### config.mk
export PLATFORM = sky130hd
export DESIGN_NAME = pvf_flash_prog
export DESIGN_NICKNAME = d
export VERILOG_FILES = /design/src/rtl/pvf_pkg.sv /design/src/rtl/pvf_page_buf.sv /design/src/rtl/pvf_sat_cnt.sv /design/src/rtl/pvf_flash_prog.sv
export SDC_FILE = /design/constraint.sdc
export NUM_CORES = 2
export LEC_CHECK = 0
export BUFFER_PORTS_ARGS = -buffer_cell sky130_fd_sc_hd__buf_2
export CAP_MARGIN = 20
export CORE_MARGIN = 2
export CORE_UTILIZATION = 35
export CTS_CLUSTER_DIAMETER = 100
export DETAILED_ROUTE_END_ITERATION = 12
export PLACE_DENSITY = 0.53
export SYNTH_ARGS = -nofsm -noshare
export SYNTH_HDL_FRONTEND = slang
export SYNTH_SLANG_ARGS = --single-unit
### constraint.sdc
create_clock -name clk -period 10.9 [get_ports clk]
set_input_delay 2.18 -clock clk [delete_from_list [all_inputs] [get_ports clk]]
set_output_delay 2.18 -clock clk [all_outputs]
set_load 0.02 [all_outputs]
### src/rtl/pvf_pkg.sv
package pvf_pkg;

  localparam int FA_W = 24;

  localparam logic [7:0] OP_WREN = 8'h06;
  localparam logic [7:0] OP_PROG = 8'h02;
  localparam logic [7:0] OP_RDSR = 8'h05;
  localparam logic [7:0] OP_READ = 8'h03;
  localparam logic [7:0] FILLER  = 8'h00;

  typedef enum logic [2:0] {
    S_IDLE,
    S_LOAD,
    S_WREN,
    S_PROG,
    S_POLL,
    S_READ,
    S_NEXT,
    S_FIN
  } pvf_state_t;

endpackage

### src/rtl/pvf_page_buf.sv
module pvf_page_buf #(
  parameter int WORDS = 64,
  parameter int DW    = 32,
  parameter int AW    = 6
) (
  input  logic          clk,
  input  logic          wr_en,
  input  logic [AW-1:0] wr_addr,
  input  logic [DW-1:0] wr_data,
  input  logic [AW-1:0] rd_addr,
  output logic [DW-1:0] rd_q
);

  logic [DW-1:0] mem [WORDS];

  always_ff @(posedge clk) begin
    if (wr_en) begin
      mem[wr_addr] <= wr_data;
    end
    rd_q <= mem[rd_addr];
  end

endmodule

### src/rtl/pvf_sat_cnt.sv
module pvf_sat_cnt #(
  parameter int W = 16
) (
  input  logic         clk,
  input  logic         rst,
  input  logic         clr,
  input  logic         inc,
  output logic [W-1:0] q
);

  localparam logic [W-1:0] TOP = '1;

  always_ff @(posedge clk) begin
    if (rst || clr) begin
      q <= '0;
    end else if (inc && (q != TOP)) begin
      q <= q + W'(1);
    end
  end

endmodule

### src/rtl/pvf_flash_prog.sv
module pvf_flash_prog
  import pvf_pkg::*;
#(
  parameter int LEN_W      = 16,
  parameter int PAGE_WORDS = 64,
  parameter int CNT_W      = 16
) (
  input  logic              clk,
  input  logic              rst,
  input  logic              start,
  input  logic [FA_W-1:0]   base_addr,
  input  logic [LEN_W-1:0]  num_words,
  output logic              busy,
  output logic              done,
  output logic              err,
  output logic [CNT_W-1:0]  mismatch_cnt,
  output logic              src_rd,
  output logic [LEN_W-1:0]  src_addr,
  input  logic [31:0]       src_data,
  output logic              cmd_valid,
  input  logic              cmd_ready,
  output logic [7:0]        cmd_byte,
  output logic              cmd_last,
  input  logic              rsp_valid,
  input  logic [7:0]        rsp_byte
);

  localparam int AW   = (PAGE_WORDS > 1) ? $clog2(PAGE_WORDS) : 1;
  localparam int BI_W = $clog2(4 * PAGE_WORDS + 5);
  localparam logic [FA_W-1:0]  PAGE_BYTES = FA_W'(4 * PAGE_WORDS);
  localparam logic [LEN_W-1:0] PW_MAX     = LEN_W'(PAGE_WORDS);

  pvf_state_t st;

  logic [LEN_W-1:0] rem;
  logic [LEN_W-1:0] sidx;
  logic [LEN_W-1:0] lidx;
  logic [LEN_W-1:0] iss_loc;
  logic [LEN_W-1:0] wr_loc;
  logic [LEN_W-1:0] pw;
  logic             ld_v;
  logic [FA_W-1:0]  faddr;
  logic [BI_W-1:0]  bidx;
  logic [BI_W-1:0]  flen;
  logic [BI_W-1:0]  boff;
  logic             wait_rsp;
  logic             gap;
  logic             in_frame;
  logic             last_b;
  logic             rsp_take;
  logic [23:0]      rx_sh;
  logic [31:0]      buf_q;
  logic [31:0]      rx_word;
  logic [7:0]       byte_c;
  logic [7:0]       data_b;
  logic [AW-1:0]    buf_wa;
  logic [AW-1:0]    buf_ra;
  logic             cnt_clr;
  logic             cnt_inc;

  // words in the current page
  assign pw = (rem >= PW_MAX) ? PW_MAX : rem;

  assign in_frame = (st == S_WREN) || (st == S_PROG) ||
                    (st == S_POLL) || (st == S_READ);

  always_comb begin
    unique case (st)
      S_WREN:  flen = BI_W'(1);
      S_POLL:  flen = BI_W'(2);
      default: flen = (BI_W'(pw) << 2) + BI_W'(4);
    endcase
  end

  assign last_b   = (bidx == flen - BI_W'(1));
  assign boff     = bidx - BI_W'(4);
  assign rsp_take = rsp_valid && wait_rsp;

  // page buffer: filled from the source, read for program and compare
  assign buf_wa = AW'(wr_loc);
  assign buf_ra = AW'(boff >> 2);

  pvf_page_buf #(
    .WORDS (PAGE_WORDS),
    .DW    (32),
    .AW    (AW)
  ) u_buf (
    .clk     (clk),
    .wr_en   (ld_v),
    .wr_addr (buf_wa),
    .wr_data (src_data),
    .rd_addr (buf_ra),
    .rd_q    (buf_q)
  );

  always_comb begin
    unique case (bidx[1:0])
      2'd0:    data_b = buf_q[31:24];
      2'd1:    data_b = buf_q[23:16];
      2'd2:    data_b = buf_q[15:8];
      default: data_b = buf_q[7:0];
    endcase
  end

  always_comb begin
    byte_c = FILLER;
    unique case (st)
      S_WREN: byte_c = OP_WREN;
      S_POLL: byte_c = (bidx == '0) ? OP_RDSR : FILLER;
      S_PROG, S_READ: begin
        if (bidx == BI_W'(0))      byte_c = (st == S_PROG) ? OP_PROG : OP_READ;
        else if (bidx == BI_W'(1)) byte_c = faddr[23:16];
        else if (bidx == BI_W'(2)) byte_c = faddr[15:8];
        else if (bidx == BI_W'(3)) byte_c = faddr[7:0];
        else                       byte_c = (st == S_PROG) ? data_b : FILLER;
      end
      default: byte_c = FILLER;
    endcase
  end

  assign cmd_valid = in_frame && !wait_rsp && !gap;
  assign cmd_byte  = byte_c;
  assign cmd_last  = in_frame && last_b;

  // read-back compare
  assign rx_word = {rx_sh, rsp_byte};
  assign cnt_clr = (st == S_IDLE) && start;
  assign cnt_inc = (st == S_READ) && rsp_take && (bidx > BI_W'(3)) &&
                   (bidx[1:0] == 2'b11) && (rx_word != buf_q);

  pvf_sat_cnt #(
    .W (CNT_W)
  ) u_cnt (
    .clk (clk),
    .rst (rst),
    .clr (cnt_clr),
    .inc (cnt_inc),
    .q   (mismatch_cnt)
  );

  always_ff @(posedge clk) begin
    if (rst) begin
      st       <= S_IDLE;
      busy     <= 1'b0;
      done     <= 1'b0;
      err      <= 1'b0;
      src_rd   <= 1'b0;
      src_addr <= '0;
      rem      <= '0;
      sidx     <= '0;
      lidx     <= '0;
      iss_loc  <= '0;
      wr_loc   <= '0;
      ld_v     <= 1'b0;
      faddr    <= '0;
      bidx     <= '0;
      wait_rsp <= 1'b0;
      gap      <= 1'b0;
      rx_sh    <= '0;
    end else begin
      done   <= 1'b0;
      src_rd <= 1'b0;
      gap    <= 1'b0;
      ld_v   <= src_rd;
      wr_loc <= iss_loc;

      if (cmd_valid && cmd_ready) begin
        wait_rsp <= 1'b1;
      end

      unique case (st)
        S_IDLE: begin
          if (start) begin
            rem   <= num_words;
            sidx  <= '0;
            lidx  <= '0;
            faddr <= base_addr;
            err   <= 1'b0;
            busy  <= 1'b1;
            st    <= (num_words == '0) ? S_FIN : S_LOAD;
          end
        end

        S_LOAD: begin
          if (lidx < pw) begin
            src_rd   <= 1'b1;
            src_addr <= sidx + lidx;
            iss_loc  <= lidx;
            lidx     <= lidx + LEN_W'(1);
          end else if (!src_rd && !ld_v) begin
            bidx <= '0;
            st   <= S_WREN;
          end
        end

        S_WREN, S_PROG, S_POLL, S_READ: begin
          if (rsp_take) begin
            wait_rsp <= 1'b0;
            gap      <= 1'b1;
            if (st == S_READ) begin
              rx_sh <= rx_word[23:0];
            end
            if (last_b) begin
              bidx <= '0;
              unique case (st)
                S_WREN:  st <= S_PROG;
                S_PROG:  st <= S_POLL;
                S_POLL:  st <= rsp_byte[0] ? S_POLL : S_READ;
                default: st <= S_NEXT;
              endcase
            end else begin
              bidx <= bidx + BI_W'(1);
            end
          end
        end

        S_NEXT: begin
          rem   <= rem - pw;
          sidx  <= sidx + pw;
          faddr <= faddr + PAGE_BYTES;
          lidx  <= '0;
          st    <= (rem == pw) ? S_FIN : S_LOAD;
        end

        S_FIN: begin
          done <= 1'b1;
          busy <= 1'b0;
          err  <= (mismatch_cnt != '0);
          st   <= S_IDLE;
        end

        default: st <= S_IDLE;
      endcase
    end
  end

endmodule

==> flow_metrics.py <==
metrics = {
    "yosys": {
        "syn_avg_cell_area_um2": 20.48,
        "yosysUniqueCellTypes": 77,
        "syn_inst": 4313,
        "ys_warn_count": 0,
        "yosys.area.top_type": "edfxtp_1",
        "netlist_area_mm2": 0.08835,
        "yosys.area.top_type_share": 0.6961,
        "ys.flop_type": "edfxtp_1",
        "synth_edf_count": 2048,
        "synthArstFlopShare": 0,
        "synth-seq-cells": 2239,
        "seq_area_frac_synth": 0.7394,
        "synth_top_cells_by_area": "edfxtp_1 70%, mux4_2 17%, dfxtp_1 4.3%",
    },
    "worst_hold_path": {
        "hold_start": "src_addr[3]",
        "holdPathStages": 2,
        "holdCritPathClass": "flip-flop to flip-flop",
        "whs_endpoint": "src_addr[3]",
    },
    "place": {
        "port_buffers": 130,
        "dp.cells": 7669,
        "gp_congestion": 0.8520,
        "dp_hpwl_um": 127800,
    },
    "clocking": {
        "insertion_delay_ps": 850,
        "cts_tree": "built",
        "postCtsSetupBuffers": 0,
        "clockRootBuffer": "clkbuf_16",
        "cts_resized": 0,
        "htree_levels": 4,
        "cts.sinks": 2239,
        "clkTransAtPathRegs_ps": 60,
        "hold_buffers": 0,
        "cts_buffers": 224,
        "clk_path_buf_depth": 3,
    },
    "setup_path": {
        "r2r-end": "u_buf.rd_q[9]",
        "worstPathMaxFanout": 14,
        "rrSetupSlack_ps": 5730,
        "cp_slowest_cell": "nor4bb_1",
        "crit_buf_inv": 3,
        "cpPeakStageDelay_ps": 480,
        "cp-end-kind": "output pin",
        "crit_required_ps": 8720,
        "r2r-start": "bidx[2]",
        "cp_common_cell": "nand3_1",
        "path_delay_family": "simple AND/OR/NAND/NOR gates",
        "crit_arrival_ps": 5010,
        "r2r_cells": 7,
        "startpoint_type": "flip-flop",
        "path_cells": "nor4_4 > nand3_1 > clkinv_1 > nand2_1 > inv_1 > ha_1 > nor4bb_1 > a2111oi_0 > nand4b_1 > a21oi_1 > o21a_1 > a211o_1 > nand3_1 > nor2_1 > buf_2",
        "path_class": "flip-flop to output pin",
    },
    "layout": {
        "syn2layout_area_growth_pct": 15.01,
        "finalNonFillerCells": 8125,
        "drive_gt1_frac": 0.2816,
        "multiInputGateArea_mm2": 0.02257,
        "nets": 4725,
        "nFillCells": 22120,
        "regArea_mm2": 0.06533,
    },
    "timing": {
        "hold_violations": 0,
        "fmax_ghz": 0.1390,
        "max-slew-margin-rel": 0.2725,
        "finalSetupViolCount": 0,
        "clock_skew_ps": 31.21,
        "finalSetupTns_ps": 0,
        "rsz0062_at_grt": "false",
        "fin_crit_sh": 0.6598,
        "worst_pin_slew_ps": 1088,
        "min_period_ps": 7192,
        "drv_slew": 0,
    },
    "drt": {
        "wirelength_um": 227900,
        "routedWlPerCell_um": 28.05,
        "ant_nets": 0,
        "drt_iter0_drc": 4447,
        "drc": 0,
        "first_pass_iters": 5,
        "via_count": 44060,
        "viasPerCell": 5.423,
    },
    "die": {
        "fp-row-count": 184,
        "die_x_um": 506.4,
        "dieArea_mm2": 0.2565,
        "die_h_um": 506.4,
        "io_pins": 131,
        "start_util": 0.3517,
        "core_mm2": 0.2512,
    },
    "pwr": {
        "max-vdd-ir-drop_uv": 121.9,
        "powerDensity_mw_per_mm2": 174.8,
        "combPwrFrac": 0.041,
        "switching_share": 0.2176,
        "p_int_uw": 13890,
        "seqPwrFrac": 0.536,
        "p_sw_uw": 3864,
        "leakagePower_uw": 0.03089,
        "clkPwrFrac": 0.423,
    },
    "global_route": {
        "grt_pass1_vias": 44230,
        "antenna_found_initial": 22,
        "overflow": 0,
        "grt_max_degree": 125,
        "grt_util_all_layers": 0.1752,
        "grt_pass1_wl_um": 325800,
    },
    "outcome": {
        "status": "finished, final reports clean",
    },
    "flow_run": {
        "max_cap_viol_count": 0,
    },
}
## per-layer routing
metal	vias up	share of wire	track usage
li1	18520	-	-
met1	23810	0.44	0.2526
met2	1426	0.48	0.2815
met3	300	0.062	0.02835
met4	10	0.017	0.03665
met5	-	0.00028	0
## placed cells by master, fill, tap and decap left out, drive strengths merged, types with 8 or more instances in the layout
cell     synthesis  routed
a211o            9       9
xnor2           28      28
xor2            57      57
and3            23      23
mux4           672     672
a22oi            9       9
ha              58      58
buf             48     262
nand3           49      49
conb             2      18
nor3            36      36
inv             36      41
edfxtp        2048    2048
nor4            25      25
a31oi           16      16
nand2b          14      14
clkinv           1      95
nor2b           18      18
clkbuf         189     299
and2             8       8
a21oi          133     133
dfxtp          191     191
o21ai           66      66
nand2          186     186
bufinv           0      14
o211ai          18      18
a2111oi          8       8
nand4           15      15
a22o            10      10
or3             20      20
a222oi           9       9
nor2           182     182
a21o            11      11
nor4b            8       8
a211oi          10      10
nand3b           8       8
## stage by stage
step             util  instance area (µm²)  setup WS (ps)  hold WS [ps]  total power (µW)
2_1_floorplan       -                88410           5445         431.8             10080
3_3_place_gp   0.3731                93710           4692         436.4             10370
3_5_place_dp   0.3732                93720           4699         441.9             10390
4_1_cts        0.4016               100900           3697         450.9             17890
5_1_grt        0.4045               101600           3314         480.8             18310
6_report       0.4045               101600           3708         448.9             17760
## sequential cells by signal, indices dropped and copies added (netlist names), 3 cells and up
name / count
src_addr: 16
faddr: 24
sidx: 16
rx_sh: 24
u_buf.mem: 2048
wr_loc: 6
rem: 16
u_buf.rd_q: 32
bidx: 9
st: 3
iss_loc: 6
u_cnt.q: 16
lidx: 16
## final cells by class
type	instances	area share
tap	3348	0.04123
sequential	2239	0.6430
inverter	37	0.001367
timing repair buffer	262	0.02182
clock inverter	119	0.01031
multi-input combinational	1816	0.2221
antenna	5	0.0001231
clock buffer	299	0.06009
## cells by family (layout without fill, tap and decap cells)
family	count (synthesis)	in the layout	share of synthesized area
multiplexers	678	678	0.1720
AND/OR/NAND/NOR	616	616	0.03331
adder cells (fa/ha/maj)	60	60	0.008668
buffers and inverters	274	717	0.01184
AO/OA/AOI/OAI	359	359	0.02619
XOR/XNOR	85	85	0.008512
other	2	23	0.00008501
flip-flops	2239	2239	0.7394
## tightest hold or removal path, delay by kind of cell (launching register included)
| kind | cells | cell delay [ps] |
|---|---|---|
| simple gates | 1 | 50 |
| flops | 1 | 310 |
| compound gates | 1 | 50 |
## worst max-delay path by stage
stage | from | to | slack (ps) | cells past startpoint
after global routing | rem[10] | cmd_last | 3310 | 15
final | rem[8] | cmd_last | 3710 | 15
after floorplan | rem[8] | cmd_last | 5450 | 16
after CTS | rem[8] | cmd_last | 3700 | 15
after detailed placement | rem[8] | cmd_last | 4700 | 15
after global placement | rem[10] | cmd_last | 4690 | 15
## synthesized netlist by cell type, types with 36 or more instances
cell type	number
mux4_2	672
a21oi_1	133
edfxtp_1	2048
ha_1	58
xor2_1	57
o21ai_0	55
clkbuf_1	189
nand3_1	49
inv_1	36
nand2_1	186
nor2_1	182
dfxtp_1	191
## power by group through the flow
stage / Clock (µW) / Sequential (µW) / Combinational [µW]
floorplan: 0 / 9650 / 429
detailed placement: 0 / 9700 / 689
global route: 7990 / 9520 / 800
global placement: 0 / 9690 / 679
CTS: 7680 / 9520 / 693
finish: 7520 / 9510 / 728
Power figures use the tool's default switching activity.
